===== src/rtl/tmr_pkg.sv =====
package tmr_pkg;
  // control register layout: bit 0 interrupt enable, bit 1 not-halted
  localparam int CTL_W = 2;

  typedef struct packed {
    logic nh;
    logic ie;
  } tmr_ctl_t;

  // whether a timer may advance this cycle
  function automatic logic tmr_tick(input tmr_ctl_t ctl, input logic halt);
    return (!ctl.nh) || (!halt);
  endfunction
endpackage


===== src/rtl/tmr_decode.sv =====
module tmr_decode #(
  parameter int ADDR_W = 12,
  parameter logic [ADDR_W-1:0] BASE = '0
) (
  input  logic [ADDR_W-1:0] addr,
  output logic              hit_cnt,
  output logic              hit_ctl,
  output logic              hit_lim
);
  localparam logic [ADDR_W-1:0] A_CNT = BASE;
  localparam logic [ADDR_W-1:0] A_CTL = BASE + ADDR_W'(1);
  localparam logic [ADDR_W-1:0] A_LIM = BASE + ADDR_W'(2);

  assign hit_cnt = (addr == A_CNT);
  assign hit_ctl = (addr == A_CTL);
  assign hit_lim = (addr == A_LIM);
endmodule


===== src/rtl/tmr_channel.sv =====
module tmr_channel
  import tmr_pkg::*;
#(
  parameter int DATA_W = 32
) (
  input  logic              clk,
  input  logic              rst_n,
  input  logic              halt_i,
  input  logic              wr_cnt,
  input  logic              wr_ctl,
  input  logic              wr_lim,
  input  logic [DATA_W-1:0] wdata,
  output logic [DATA_W-1:0] cnt_o,
  output logic [DATA_W-1:0] lim_o,
  output tmr_ctl_t          ctl_o,
  output logic              irq_o,
  output logic              tick_o,
  output logic              wrap_o
);
  logic [DATA_W-1:0] cnt_q, lim_q;
  tmr_ctl_t          ctl_q;
  logic              irq_q;
  logic              at_limit;

  assign tick_o   = tmr_tick(ctl_q, halt_i);
  assign at_limit = (cnt_q == lim_q);
  assign wrap_o   = tick_o && at_limit && !wr_cnt;

  always_ff @(posedge clk or negedge rst_n) begin
    if (!rst_n) begin
      cnt_q <= '0;
    end else if (wr_cnt) begin
      cnt_q <= wdata;
    end else if (tick_o) begin
      cnt_q <= at_limit ? '0 : cnt_q + DATA_W'(1);
    end
  end

  always_ff @(posedge clk or negedge rst_n) begin
    if (!rst_n) begin
      lim_q <= '0;
      ctl_q <= '0;
    end else begin
      if (wr_lim) lim_q <= wdata;
      if (wr_ctl) ctl_q <= tmr_ctl_t'(wdata[CTL_W-1:0]);
    end
  end

  always_ff @(posedge clk or negedge rst_n) begin
    if (!rst_n) begin
      irq_q <= 1'b0;
    end else if (wr_ctl) begin
      irq_q <= 1'b0;
    end else if (wrap_o && ctl_q.ie) begin
      irq_q <= 1'b1;
    end
  end

  assign cnt_o = cnt_q;
  assign lim_o = lim_q;
  assign ctl_o = ctl_q;
  assign irq_o = irq_q;
endmodule


===== src/rtl/tmr_rdmux.sv =====
module tmr_rdmux
  import tmr_pkg::*;
#(
  parameter int N      = 2,
  parameter int DATA_W = 32
) (
  input  logic                     rd,
  input  logic [N-1:0]             hit_cnt,
  input  logic [N-1:0]             hit_ctl,
  input  logic [N-1:0]             hit_lim,
  input  logic [N-1:0][DATA_W-1:0] cnt,
  input  logic [N-1:0][DATA_W-1:0] lim,
  input  logic [N-1:0][CTL_W-1:0]  ctl,
  output logic [DATA_W-1:0]        rdata
);
  always_comb begin
    rdata = '0;
    if (rd) begin
      for (int i = 0; i < N; i++) begin
        if (hit_cnt[i]) rdata = rdata | cnt[i];
        if (hit_lim[i]) rdata = rdata | lim[i];
        if (hit_ctl[i]) rdata = rdata | {{(DATA_W-CTL_W){1'b0}}, ctl[i]};
      end
    end
  end
endmodule


===== src/rtl/dual_interval_timer.sv =====
module dual_interval_timer
  import tmr_pkg::*;
#(
  parameter int ADDR_W = 12,
  parameter int DATA_W = 32,
  parameter logic [ADDR_W-1:0] BASE0 = 12'h021,
  parameter logic [ADDR_W-1:0] BASE1 = 12'h100
) (
  input  logic              clk,
  input  logic              rst_n,
  input  logic              halt_i,
  input  logic [ADDR_W-1:0] reg_addr,
  input  logic [DATA_W-1:0] reg_wdata,
  input  logic              reg_wr,
  input  logic              reg_rd,
  output logic [DATA_W-1:0] reg_rdata,
  output logic [1:0]        irq_o
);
  localparam int NT = 2;

  logic [NT-1:0]             hit_cnt, hit_ctl, hit_lim;
  logic [NT-1:0][DATA_W-1:0] cnt_all, lim_all;
  logic [NT-1:0][CTL_W-1:0]  ctl_all;
  logic [NT-1:0]             tick_all, wrap_all;
  logic [NT-1:0]             cnt_wr_all, ctl_wr_all, lim_wr_all;

  for (genvar g = 0; g < NT; g++) begin : g_tmr
    localparam logic [ADDR_W-1:0] BASE_G = (g == 0) ? BASE0 : BASE1;
    tmr_ctl_t ctl_s;

    tmr_decode #(.ADDR_W(ADDR_W), .BASE(BASE_G)) u_dec (
      .addr    (reg_addr),
      .hit_cnt (hit_cnt[g]),
      .hit_ctl (hit_ctl[g]),
      .hit_lim (hit_lim[g])
    );

    assign cnt_wr_all[g] = reg_wr && hit_cnt[g];
    assign ctl_wr_all[g] = reg_wr && hit_ctl[g];
    assign lim_wr_all[g] = reg_wr && hit_lim[g];

    tmr_channel #(.DATA_W(DATA_W)) u_ch (
      .clk    (clk),
      .rst_n  (rst_n),
      .halt_i (halt_i),
      .wr_cnt (cnt_wr_all[g]),
      .wr_ctl (ctl_wr_all[g]),
      .wr_lim (lim_wr_all[g]),
      .wdata  (reg_wdata),
      .cnt_o  (cnt_all[g]),
      .lim_o  (lim_all[g]),
      .ctl_o  (ctl_s),
      .irq_o  (irq_o[g]),
      .tick_o (tick_all[g]),
      .wrap_o (wrap_all[g])
    );
    assign ctl_all[g] = ctl_s;
  end

  tmr_rdmux #(.N(NT), .DATA_W(DATA_W)) u_rd (
    .rd      (reg_rd),
    .hit_cnt (hit_cnt),
    .hit_ctl (hit_ctl),
    .hit_lim (hit_lim),
    .cnt     (cnt_all),
    .lim     (lim_all),
    .ctl     (ctl_all),
    .rdata   (reg_rdata)
  );
endmodule


===== config.mk =====
export PLATFORM = sky130hd
export DESIGN_NAME = dual_interval_timer
export DESIGN_NICKNAME = d
export VERILOG_FILES = /design/src/rtl/tmr_pkg.sv /design/src/rtl/tmr_decode.sv /design/src/rtl/tmr_channel.sv /design/src/rtl/tmr_rdmux.sv /design/src/rtl/dual_interval_timer.sv
export SDC_FILE = /design/constraint.sdc
export NUM_CORES = 1
export LEC_CHECK = 0
export BUFFER_PORTS_ARGS = -buffer_cell sky130_fd_sc_hd__clkbuf_2
export CAP_MARGIN = 20
export CORE_UTILIZATION = 32
export CTS_BUF_LIST = sky130_fd_sc_hd__clkbuf_8
export DETAILED_ROUTE_END_ITERATION = 12
export PLACE_DENSITY = 0.58
export SYNTH_ARGS = -nofsm -noshare
export SYNTH_HDL_FRONTEND = slang
export SYNTH_SLANG_ARGS = --single-unit

===== constraint.sdc =====
create_clock -name clk -period 4.37 [get_ports clk]
set_clock_uncertainty 0.05 [all_clocks]
set_input_delay 0.874 -clock clk [delete_from_list [all_inputs] [get_ports clk]]
set_output_delay 0.874 -clock clk [all_outputs]
set_load 0.005 [all_outputs]

==> results of run 1 <==
final cells by class:
class / count / area, µm² / area share
Sequential cell: 134 / 3350 / 0.356
Multi-Input combinational cell: 689 / 4660 / 0.495
Tap cell: 330 / 413 / 0.0439
Clock buffer: 18 / 248 / 0.0263
Clock inverter: 13 / 134 / 0.0142
Timing Repair Buffer: 98 / 574 / 0.0610
Inverter: 9 / 33.8 / 0.00359
state kept, by name (all words and copies together), names as in the netlist:
signal	count
g_tmr.u_ch.ctl_o	4
g_tmr.u_ch.cnt_o	64
g_tmr.u_ch.lim_o	64
g_tmr.u_ch.irq_o	2
power breakdown:
group          leakage [nW]  internal, mW  total, mW  switching (mW)
clock network         0.190         0.515       1.04           0.524
logic                  2.15         0.120      0.300           0.180
registers              1.71          1.30       1.48           0.172
worst max-delay path by stage:
stage | to | slack, ns | cells after the start
2_1_floorplan | reg_rdata[18] | 1.11 | 7
3_3_place_gp | reg_rdata[13] | 0.58 | 9
3_5_place_dp | reg_rdata[13] | 0.55 | 9
4_1_cts | reg_rdata[11] | 0.55 | 9
5_1_grt | reg_rdata[13] | 0.27 | 9
6_report | reg_rdata[12] | 0.49 | 9
placed cells by master (no fill, tap or decap), types with 4 or more instances in the layout:
master and instances:
a31oi_1 4, mux2_2 68, a21boi_0 33, nor2b_1 8, a22oi_1 64, and2_1 23, nand3_1 40, nor2_1 40
and3_1 12, clkbuf_8 18, xor2_1 69, nand2_1 103, buf_4 13, dfrtp_1 134, nor3_1 27, clkbuf_2 81
xnor2_1 8, inv_1 9, and4_1 5, nor4_1 22, a222oi_1 17, or3_1 5, clkinv_2 5, o21ai_0 46
nand4_1 19, a21oi_1 23, nor3b_1 5
layer usage:
layer | global-route usage | vias to the layer above | part of all wire
met3 | 0.0442 | 33 | 0.083
met5 | 0 | - | 0
met4 | 0.0731 | 0 | 0.022
met1 | 0.319 | 3711 | 0.45
met2 | 0.330 | 346 | 0.45
li1 | - | 3392 | -
cells by family after synthesis:
kind of cell / count (synthesis) / share of synthesized area
compound gates: 210 / 0.175
xor+xnor: 77 / 0.0810
fa+ha+maj: 2 / 0.00300
buf+inv: 77 / 0.0428
flops: 134 / 0.403
mux: 69 / 0.0931
simple gates: 331 / 0.203
worst max-delay path: stages:
cell	delay (ns)
clkbuf_2	0.09
nor4_2	0.32
and3b_1	0.29
nand3_2	0.16
nor3b_4	0.24
buf_12	0.22
a22oi_1	0.11
a21boi_0	0.43
clkbuf_2	0.21
==> run_results.csv, run 1 <==
group,metric,value,unit
setup_path,cp.required,3.45,ns
synth,synthFlopType,"dfrtp_1",
setup_path,ff2ff_setup_slack,1.37,ns
synth,synth_cells,900,
global_route,grt_pass1_vias,6895,
synth,async_flop_share,1.00,
cells_and_area,diodes,0,
synth,synthTopCellsByArea,"dfrtp_1 (40%), mux2_2 (9.2%), xor2_1 (7.3%), a22oi_1 (5.8%), nand2_1 (4.6%)",
global_route,grt_use_total,0.222,
setup_path,reg2reg_to,"g_tmr[1].u_ch.cnt_o[10]$_DFFE_PN0P_",
place,gp_congestion,0.940,
synth,avgSynthCellArea,9.26,µm²
timing,worstMarginPinSlew,1.01,ns
timing,fin_crit_sh,0.889,
place,post-place-ws,0.551,ns
synth,synth.distinct_cells,57,
synth,synth_edf_count,0,
floorplan,start_util,0.329,
routing,wire_per_inst,22.4,µm
min_path,hp-start,"g_tmr[1].u_ch.irq_o$_DFFE_PN0P_",
cells_and_area,final_layout_size_suffix_gt1_frac,0.221,
setup_path,crit_type,"in2out",
routing,dr.pass1.iters,10,
min_path,min_path_type,"reg2reg",
flow_run,drv_cap,0,
power,peakVddDrop,0.129,mV
global_route,antenna_found_initial,0,
min_path,worstHoldPathCells,2,
synth,yosysTopAreaCell,"dfrtp_1",
floorplan,die_area,26700,µm²
timing,fin_tns_setup,0,ns
routing,vias,7482,
synth,ys_top_cells_by_count,"dfrtp_1 (134), nand2_1 (103), xor2_1 (69), mux2_2 (68), a22oi_1 (64)",
timing,timing.slew.headroom,0.323,
timing,finalCriticalPeriod,3.88,ns
routing,drtIter0Drc,851,
cells_and_area,area_growth,13.0,%
synth,mappedNetlistNets,951,
setup_path,crit_arrival,2.96,ns
status,status,"completed",
floorplan,die_y,163,µm
floorplan,coreArea,25300,µm²
clock_tree,cts_max_path_buffers,2,
cells_and_area,fin_cells,1291,
global_route,grt_pass1_wl,43700,µm
timing,finalSetupViolations,0,
clock_tree,cts_tree,"done",
clock_tree,cts_root_buffer,"clkbuf_8",
setup_path,reg2reg_depth,8,
clock_tree,h-tree-depth,4,
global_route,grt.overflow.total,0,
routing,wl,28900,µm
min_path,holdPathEnd,"g_tmr[1].u_ch.irq_o$_DFFE_PN0P_",
routing,post_drt_via_cell_ratio,5.80,
setup_path,setup.worst_path.end_class,"output port",
clock_tree,ctsHoldBuffers,0,
cells_and_area,finish.utilization,0.372,
place,placed_cell_area,9030,µm²
cells_and_area,num-fill-cells,2559,
clock_tree,clock_latency,0.46,ns
place,hpwl,21000,µm
timing,rsz0062_at_grt,"no",
clock_tree,post_cts_buffers,0,
clock_tree,clkTransAtPathRegs,0.08,ns
floorplan,io_pins,83,
global_route,grt_max_degree,93,
place,dp_cells,1260,
setup_path,crit_start,"reg_addr[9]",
timing,hold_viol_final,0,
floorplan,num_rows,58,
synth,synth_top_cell_area_share,0.403,
timing,fin_ws,0.487,ns
power,powerDensity,299,nW/µm²
routing,ant_nets,0,
synth,ys_warn_count,0,
setup_path,r2r_start,"g_tmr[1].u_ch.cnt_o[7]$_DFFE_PN0P_",
power,leakage,4.04,nW
clock_tree,numCtsBuffers,17,
synth,synth_most_common_cell,"dfrtp_1",
routing,drc,0,
place,portBuffers,82,
timing,slew_violations,0,
setup_path,crit_fanout,31,
synth,syn_area,8330,µm²
cells_and_area,layout.nets,1000,
clock_tree,cts.sinks,134,
clock_tree,cts_resized,0,
synth,synth-seq-area-share,0.403,
synth,ys_seq_elements,134,
timing,holdWs,0.440,ns
setup_path,start_kind,"input pin",
floorplan,die_x,163,µm
power,total_power,2.82,mW
timing,timing.fmax,0.258,GHz
cells_and_area,fin_area,9410,µm²
Power figures use the tool's default switching activity.
==> inputs of run 2 (changes only) <==
clock period = 4.89 ns   (was 4.37 ns; I/O delays follow)
==> run_results.csv, run 2 (same netlist as run 1, synthesis figures left out) <==
group,metric,value,unit
status,status,"completed",
cells_and_area,fin_area,9460,µm²
clock_tree,cts_tree,"done",
setup_path,crit_path_end,"reg_rdata[13]",
timing,slew_violations,0,
routing,routed.top_layer,"met4",
power,power_frac_seq,0.494,
power,leakage,4.07,nW
power,powerDensity,282,nW/µm²
floorplan,die_x,163,µm
place,dp_cells,1262,
routing,drtIter0Drc,920,
clock_tree,post_cts_buffers,0,
clock_tree,clkTransAtPathRegs,0.07,ns
timing,fin_crit_sh,0.891,
timing,timing.fmax,0.229,GHz
setup_path,r2r_start,"g_tmr[1].u_ch.cnt_o[19]$_DFFE_PN0P_",
global_route,grt_max_degree,88,
setup_path,critical_path.top_delay_family,"simple AND/OR/NAND/NOR gates",
timing,fin_tns_setup,0,ns
timing,timing.slew.headroom,0.246,
setup_path,worst_path_most_repeated_cell,"clkbuf_2",
place,portBuffers,82,
timing,fin_ws,0.532,ns
global_route,grt_pass1_vias,7138,
setup_path,start_kind,"input pin",
clock_tree,clock_latency,0.47,ns
routing,wire_per_inst,23.1,µm
power,pwr-share-comb,0.100,
setup_path,critPathSlowestCell,"a21boi_0",
timing,finalSetupViolations,0,
global_route,grt.overflow.total,0,
floorplan,io_pins,83,
routing,dr_wl_met2,13300,µm
routing,wl_met1,13000,µm
floorplan,die_y,163,µm
routing,dr_wl_met3,2880,µm
timing,finalCriticalPeriod,4.36,ns
timing,rsz0062_at_grt,"no",
flow_run,drv_cap,0,
min_path,worstHoldPathCells,2,
setup_path,crit_type,"in2out",
setup_path,path_cells,"clkbuf_2 -> nor4_2 -> and3b_1 -> nand3_2 -> nor3b_4 -> buf_4 -> a22oi_1 -> a21boi_0 -> clkbuf_2",
routing,vias,7686,
routing,dr.pass1.iters,6,
clock_tree,cts.sinks,134,
setup_path,crit_fanout,9,
floorplan,start_util,0.329,
place,placed_cell_area,9010,µm²
cells_and_area,layout.nets,1002,
min_path,min_path_type,"reg2reg",
power,switching_power,0.799,mW
setup_path,ff2ff_setup_slack,1.86,ns
clock_tree,numCtsBuffers,17,
routing,post_drt_via_cell_ratio,5.94,
cells_and_area,mostFrequentLayoutCell,"dfrtp_1",
setup_path,cpPeakStageDelay,0.45,ns
setup_path,reg2reg_to,"g_tmr[1].u_ch.cnt_o[15]$_DFFE_PN0P_",
timing,worstMarginPinSlew,1.13,ns
setup_path,cp.required,3.86,ns
clock_tree,cts_resized,0,
place,post-place-ws,0.678,ns
setup_path,timing.critical_path.buf_inv,3,
setup_path,crit_start,"reg_addr[9]",
global_route,grt_pass1_wl,45000,µm
cells_and_area,diodes,0,
power,total_power,2.67,mW
power,power.internal,1.87,mW
cells_and_area,finish.utilization,0.373,
setup_path,setup.worst_path.end_class,"output port",
global_route,grt_use_total,0.230,
cells_and_area,num-fill-cells,2606,
cells_and_area,final_layout_size_suffix_gt1_frac,0.223,
setup_path,crit_arrival,3.33,ns
clock_tree,cts_max_path_buffers,2,
cells_and_area,area_growth,13.5,%
clock_tree,ctsHoldBuffers,0,
routing,wl,29800,µm
routing,ant_nets,0,
clock_tree,cts_root_buffer,"clkbuf_8",
power,switching_share,0.300,
setup_path,cp_num_cells,9,
power,p_clk_frac,0.406,
floorplan,coreArea,25300,µm²
global_route,antenna_found_initial,0,
cells_and_area,fin_cells,1294,
floorplan,num_rows,58,
power,peakVddDrop,0.142,mV
place,hpwl,21600,µm
timing,hold_viol_final,0,
setup_path,reg2reg_depth,8,
place,gp_congestion,0.934,
routing,drc,0,
cells_and_area,final_cell_mix,"dfrtp_1 (134), nand2_1 (103), clkbuf_2 (81)",
floorplan,die_area,26700,µm²
clock_tree,h-tree-depth,4,
timing,holdWs,0.450,ns
-- run 2: changes by cell type in the layout (fill, tap and decap cells not counted), sizes merged --
| cell | change |
|---|---|
| bufinv | +2 |
| clkbuf | +2 |
| clkinv | -5 |
| inv | +1 |
| clkinvlp | +1 |
| buf | +2 |
-- run 2: worst register-to-register path: stages, from the launching register on --
cell     delay, ns
dfrtp_1       0.47
xor2_1        0.23
nor4_1        0.64
nand4_1       0.16
nor2_1        0.13
buf_4         0.28
nand2_1       0.40
nand2_1       0.39
o21ai_0       0.14
-- run 2: area by class of cell --
cell class / count / area [µm²] / area share
multi-input combinational: 689 / 4660 / 0.492
clock buffer: 20 / 275 / 0.0291
clock inverter: 12 / 174 / 0.0184
tap: 330 / 413 / 0.0437
timing repair buffer: 100 / 552 / 0.0583
inverter: 9 / 33.8 / 0.00357
sequential: 134 / 3350 / 0.355
-- run 2: per-layer routing --
layer  global-route usage  up-vias
met3               0.0521       55
met1                0.320     3826
met5                    0        -
met2                0.347      405
met4               0.0794        0
li1                     -     3400
-- run 2: worst min path at each step --
| stage | start | slack [ns] | to |
|---|---|---|---|
| floorplan | g_tmr[1].u_ch.irq_o$_DFFE_PN0P_ | 0.40 | g_tmr[1].u_ch.irq_o$_DFFE_PN0P_ |
| global placement | g_tmr[1].u_ch.irq_o$_DFFE_PN0P_ | 0.43 | g_tmr[1].u_ch.irq_o$_DFFE_PN0P_ |
| detailed placement | g_tmr[1].u_ch.irq_o$_DFFE_PN0P_ | 0.43 | g_tmr[1].u_ch.irq_o$_DFFE_PN0P_ |
| CTS | g_tmr[1].u_ch.irq_o$_DFFE_PN0P_ | 0.45 | g_tmr[1].u_ch.irq_o$_DFFE_PN0P_ |
| global route | g_tmr[1].u_ch.irq_o$_DFFE_PN0P_ | 0.48 | g_tmr[1].u_ch.irq_o$_DFFE_PN0P_ |
| finish | g_tmr[1].u_ch.irq_o$_DFFE_PN0P_ | 0.45 | g_tmr[1].u_ch.irq_o$_DFFE_PN0P_ |
-- run 2: power by group through the flow --
stage / logic [mW] / registers, mW / clock network, mW
floorplan: 0.224 / 1.23 / 0
global placement: 0.257 / 1.33 / 0
global route: 0.296 / 1.33 / 1.14
CTS: 0.263 / 1.32 / 1.09
finish: 0.265 / 1.32 / 1.08
detailed placement: 0.260 / 1.34 / 0
